**config.mk**
```make
export PLATFORM = sky130hd
export DESIGN_NAME = irq_contend
export DESIGN_NICKNAME = d
export VERILOG_FILES = /design/src/rtl/irq_contend.sv
export SDC_FILE = /design/constraint.sdc
export NUM_CORES = 1
export LEC_CHECK = 0
export BUFFER_PORTS_ARGS = -buffer_cell sky130_fd_sc_hd__buf_2
export CORE_UTILIZATION = 57
export DETAILED_ROUTE_END_ITERATION = 7
export PLACE_DENSITY_LB_ADDON = 0.08
export SLEW_MARGIN = 20
export SYNTH_ARGS = -nofsm -noshare
export SYNTH_HDL_FRONTEND = slang
export SYNTH_SLANG_ARGS = --single-unit
```
**constraint.sdc**
```tcl
create_clock -name clk -period 6.13 [get_ports clk]
set_clock_uncertainty 0.2 [all_clocks]
set_input_delay 0.613 -clock clk [delete_from_list [all_inputs] [get_ports clk]]
set_output_delay 0.613 -clock clk [all_outputs]
set_load 0.02 [all_outputs]
```
**src/rtl/irq_contend.sv**
```systemverilog
module irq_contend #(
  parameter int N_MOD = 4,
  parameter int LVL_W = 3,
  parameter int FLD_W = 4
) (
  input  logic                     clk,
  input  logic                     rst_n,
  input  logic                     ack_stb,
  input  logic [LVL_W-1:0]         ack_lvl,
  input  logic [LVL_W-1:0]         pit_lvl,
  input  logic [LVL_W-1:0]         irq_lvl,
  input  logic [FLD_W-1:0]         sim_fld,
  input  logic [N_MOD*LVL_W-1:0]   mod_lvl,
  input  logic [N_MOD*FLD_W-1:0]   mod_fld,
  output logic [N_MOD:0]           win,
  output logic                     win_timer,
  output logic                     spurious,
  output logic                     no_contender,
  output logic                     dup_err,
  output logic                     done
);
  localparam int NS = N_MOD + 1;
  localparam int CW = (FLD_W > 1) ? $clog2(FLD_W) : 1;
  localparam logic [CW-1:0] LAST = CW'(FLD_W - 1);

  logic [NS-1:0]             req;
  logic [NS-1:0][FLD_W-1:0]  fld_in;
  logic [NS-1:0][FLD_W-1:0]  fld_q;
  logic [NS-1:0]             alive, alive_nx, bitv, nz;
  logic [CW-1:0]             cnt, pos;
  logic                      busy, tmr_q, line, last;
  logic                      lvl_on, none_left, zero_top, multi;

  assign lvl_on = (ack_lvl != '0);
  assign req[0] = lvl_on && ((pit_lvl == ack_lvl) || (irq_lvl == ack_lvl));
  assign fld_in[0] = sim_fld;

  genvar i;
  generate
    for (i = 0; i < N_MOD; i++) begin : g_src
      assign req[i+1]    = lvl_on && (mod_lvl[i*LVL_W +: LVL_W] == ack_lvl);
      assign fld_in[i+1] = mod_fld[i*FLD_W +: FLD_W];
    end
    for (i = 0; i < NS; i++) begin : g_bit
      assign bitv[i] = fld_q[i][pos];
      assign nz[i]   = |fld_q[i];
    end
  endgenerate

  assign pos       = LAST - cnt;
  assign line      = |(alive & bitv);
  assign alive_nx  = line ? (alive & bitv) : alive;
  assign last      = (cnt == LAST);
  assign none_left = (alive_nx == '0);
  assign zero_top  = ~|(alive_nx & nz);
  assign multi     = ((alive_nx & (alive_nx - 1'b1)) != '0);

  always_ff @(posedge clk or negedge rst_n) begin
    if (!rst_n) begin
      busy <= 1'b0; cnt <= '0; alive <= '0; fld_q <= '0; tmr_q <= 1'b0;
      win <= '0; win_timer <= 1'b0; spurious <= 1'b0;
      no_contender <= 1'b0; dup_err <= 1'b0; done <= 1'b0;
    end else begin
      done <= 1'b0;
      if (!busy) begin
        if (ack_stb) begin
          busy  <= 1'b1;
          cnt   <= '0;
          alive <= req;
          fld_q <= fld_in;
          tmr_q <= lvl_on && (pit_lvl == ack_lvl);
        end
      end else begin
        alive <= alive_nx;
        cnt   <= cnt + 1'b1;
        if (last) begin
          busy         <= 1'b0;
          done         <= 1'b1;
          no_contender <= none_left;
          spurious     <= !none_left && zero_top;
          dup_err      <= !none_left && !zero_top && multi;
          win          <= (none_left || zero_top || multi) ? '0 : alive_nx;
          win_timer    <= !none_left && !zero_top && !multi && alive_nx[0] && tmr_q;
        end
      end
    end
  end

  a_r2_win_onehot: assert property (@(posedge clk) disable iff (!rst_n)
    $onehot0(win));
  a_r4_outcome_exclusive: assert property (@(posedge clk) disable iff (!rst_n)
    done |-> ($countones({|win, spurious, no_contender, dup_err}) == 1));
  a_r3_done_pulse: assert property (@(posedge clk) disable iff (!rst_n)
    done |=> !done);
  a_r8_done_after_busy: assert property (@(posedge clk) disable iff (!rst_n)
    done |-> ($past(busy) && !busy));
  a_r7_timer_needs_sim: assert property (@(posedge clk) disable iff (!rst_n)
    win_timer |-> win[0]);
  a_r11_hold: assert property (@(posedge clk) disable iff (!rst_n)
    !done |-> ($stable(win) && $stable(spurious) && $stable(dup_err)));
  a_r9_busy_stays: assert property (@(posedge clk) disable iff (!rst_n)
    (busy && !last) |=> busy);
endmodule

```
==> results.md <==
| Metric | Reported |
|---|---|
| Port Buf Inserts | 53 |
| Number of H-tree branching levels | 2 |
| Half-perimeter wire length of the detailed placement result | 3779 um |
| Leakage component of the power | 1.142 nW |
| Top cells by area in the synthesized netlist | dfrtp_1 (44%), mux2_2 (11%), xnor2_1 (4.7%) |
| Cells after Synth | 192 |
| Part of the Yosys area used for sequential elements | 0.4404 |
| First-pass GRT wire length | 7962 um |
| Power density cells | 519.0 nW/um2 |
| Transition time at the pin with the least slew margin | 1.027 ns |
| Count of pins over their slew limit | 0 |
| Adder-Cell Fraction of Synth Area | 0.005647 |
| Post-CTS setup buffer count | 0 |
| Standard cell with the maximum stage delay on the critical path | mux4_2 |
| Cell-by-cell listing of the critical path | mux4_2 -> a221o_1 -> o31ai_2 -> a211oi_1 -> nor3_2 -> o21ai_1 |
| Run status | finished, final reports clean |
| Syn Area/Cell | 11.54 um2 |
| Via count of the first global-routing pass | 1698 |
| Max Cap Violations | 0 |
| Req. time, crit path | 6.09 ns |
| Clock transition at path regs | 0.07 ns |
| Highest attainable clock frequency | 362.7 MHz |
| Final TNS setup | 0 ns |
| Number of antenna cells inserted | 0 |
| Full die area | 4141 um2 |
| Proportion of netlist area held by the largest area contributor | 0.4404 |
| CTS tree | yes |
| Share of the clock period used by the worst path after layout | 0.4497 |
| Largest area contributor in the synthesized netlist | dfrtp_1 |
| Clock tree root buffer cell | clkbuf_8 |
| Compound-gate portion of the synthesized area | 0.1683 |
| Syn Nets | 237 |
| RSZ-0062 raised after global routing | no |
| Final net count | 288 |
| Hold-fix buffer count after cts | 0 |
| Cell area after synthesis | 2216 um2 |
| Starting density of the core | 0.6007 |
| Drc violations | 0 |
| Area of the placeable core | 3689 um2 |
| Iteration-0 DRC count of the detailed router | 96 |
| Gpl congestion | 0.9427 |
| Chip height | 64.35 um |
| Worst R2R Path Depth | 6 |
| Antenna-violating nets left | 0 |
| Share of the synthesized netlist area taken by xor and xnor gates | 0.07115 |
| Clock Latency Late Sink | 0.29 ns |
| Flip-flop and latch count after synthesis | 39 |
| Count of final setup violators | 0 |
| Hold Fails Final Rpt | 0 |
| Endpoint arrival time on the critical path | 2.71 ns |
| Die X-Extent | 64.35 um |
| Ports placed on the boundary | 54 |
| Setup ws final | 3.373 ns |
| Ratio of cells with drive above 1 in the final layout | 0.4057 |
| CP peak stage delay | 0.60 ns |
| Post-Place Worst Slack | 3.385 ns |
| Number of enable flip-flop cells after synthesis | 0 |
| Pin count of the biggest net entering global routing | 40 |
| Portion of netlist area occupied by mux cells | 0.1581 |
| Nature of the critical path endpoint | flip-flop |
| Type of element launching the critical path | flip-flop |
| Overall via count from detail_route | 1731 |
| Number of rows in the core area | 22 |
| Number of clock sinks seen by CTS | 39 |
| Yosys warnings | 0 |
| Worst max-slew margin expressed relative to the limit | 0.3123 |
| GRT Util Overall | 0.2584 |
| Detailed-route vias per instance | 5.928 |
| Length of the first detailed-routing pass in iterations | 4 |
| Number of gates resized after cts | 0 |
| Commonest cells after routing, fill and taps aside | buf_2 (53), dfrtp_1 (39), mux2_2 (21), nand2_1 (20), xnor2_1 (12) |
| Post-Synth Simple-Gate Area | 0.1191 |
| CTS max path bufs | 2 |
| Critical-path maximum fanout | 8 |
| Unique cell type count in the Yosys netlist | 50 |
| Tightest Hold Check Type | input pin to asynchronous set/reset pin |
| Final Critical Period | 2.757 ns |
| Post-Route WL | 4834 um |
| Most used flip-flop cell after synthesis | dfrtp_1 |
| Async set-reset flop share out of synthesis | 1.000 |
| Residual overflow from global routing | 0 |
| Setup CP Type | flip-flop to flip-flop |
| Synth-to-Final Area Change | 17.73% |
| Clock buffers created by TritonCTS | 5 |
| Avg WL per Cell | 16.55 um |
| Initial antenna violation count | 0 |
| Main combinational cell family by area after synthesis | compound AO/OA/AOI/OAI gates |
| Leading cell type in the layout, fill and taps excluded | buf_2 |
| Worst vdd rail ir drop | 0.0003126 V |
## metal layers
| metal | track usage | part of all wire | vias up |
|---|---|---|---|
| li1 | - | - | 827 |
| met1 | 0.3121 | 0.42 | 830 |
| met2 | 0.4566 | 0.52 | 65 |
| met3 | 0.05714 | 0.047 | 9 |
| met4 | 0.07778 | 0.012 | 0 |
| met5 | 0 | 0 | - |
## metrics by stage
step	hold slack [ns]	cell area (um2)	std cells	util	power, W
6_report	0.2055	2609	292	0.7073	0.001354
5_1_grt	0.2762	2609	292	0.7073	0.001438
4_1_cts	0.2411	2609	292	0.7073	0.001352
3_5_place_dp	0.2627	2491	284	0.6754	0.001131
3_3_place_gp	0.2520	2491	284	0.6754	0.001103
2_1_floorplan	0.1174	2216	192	-	0.0009804
## critical path, delay by kind of cell (launching register included)
family,cells,cell delay [ns]
AO/OA/AOI/OAI,4,0.90
flip-flops,1,0.55
multiplexers,1,0.60
AND/OR/NAND/NOR,1,0.37
## area by class of cell
type | count | area, um2
clock inverters | 2 | 35.03
multi-input cells | 136 | 1160
well taps | 48 | 60.06
repair buffers | 53 | 265.3
clock buffers | 6 | 82.58
inverters | 8 | 30.03
fillers | 286 | 1080
flip-flops and latches | 39 | 975.9
## Yosys cell counts (2+ instances only)
master    number
xnor2_1       12
nand3_1        2
o311ai_1       5
nand2_1       20
a221o_1        2
nor2_1         3
mux2i_1        2
o21ai_1        6
o41ai_2        2
dfrtp_1       39
mux4_2         3
o21ai_0        3
xor2_1         6
a21o_1         2
nand2_2        2
o41ai_1        3
mux2_2        21
nand4_1        7
nand2b_1       3
inv_1          8
and2_4         2
o31a_1         2
buf_6          2
a221oi_1       2
clkbuf_1       5
nor4_1         2
nor3_1         3
## power breakdown
part           switching, W  internal (W)  leakage, nW
clock network     0.0000880      0.000132       0.0612
logic              0.000338      0.000296        0.597
registers          0.000126      0.000374        0.484
## final timing paths
path	slack (ns)	start	end
worst min-delay path	0.21	rst_n	tmr_q$_DFFE_PN0P_
worst max register to register	3.37	cnt[0]$_DFFE_PN0P_	win[3]$_DFFE_PN0P_
min in group clk	0.28	win[2]$_DFFE_PN0P_	win[2]$_DFFE_PN0P_
worst min register to register	0.28	win[2]$_DFFE_PN0P_	win[2]$_DFFE_PN0P_
max in group asynchronous	5.01	rst_n	alive[2]$_DFFE_PN0P_
worst max-delay path	3.37	cnt[0]$_DFFE_PN0P_	win[3]$_DFFE_PN0P_
## flip-flops by register name, summed over array words and instances (netlist names)
name / flops
done: 1
win_timer: 1
fld_q: 20
busy: 1
tmr_q: 1
cnt: 2
dup_err: 1
win: 5
no_contender: 1
spurious: 1
alive: 5
## logic make-up after synthesis
kind of cell | count (synthesis)
buf+inv | 17
simple gates | 50
mux | 27
compound gates | 40
xor+xnor | 18
flops | 39
fa+ha+maj | 1
Power figures use the tool's default switching activity.
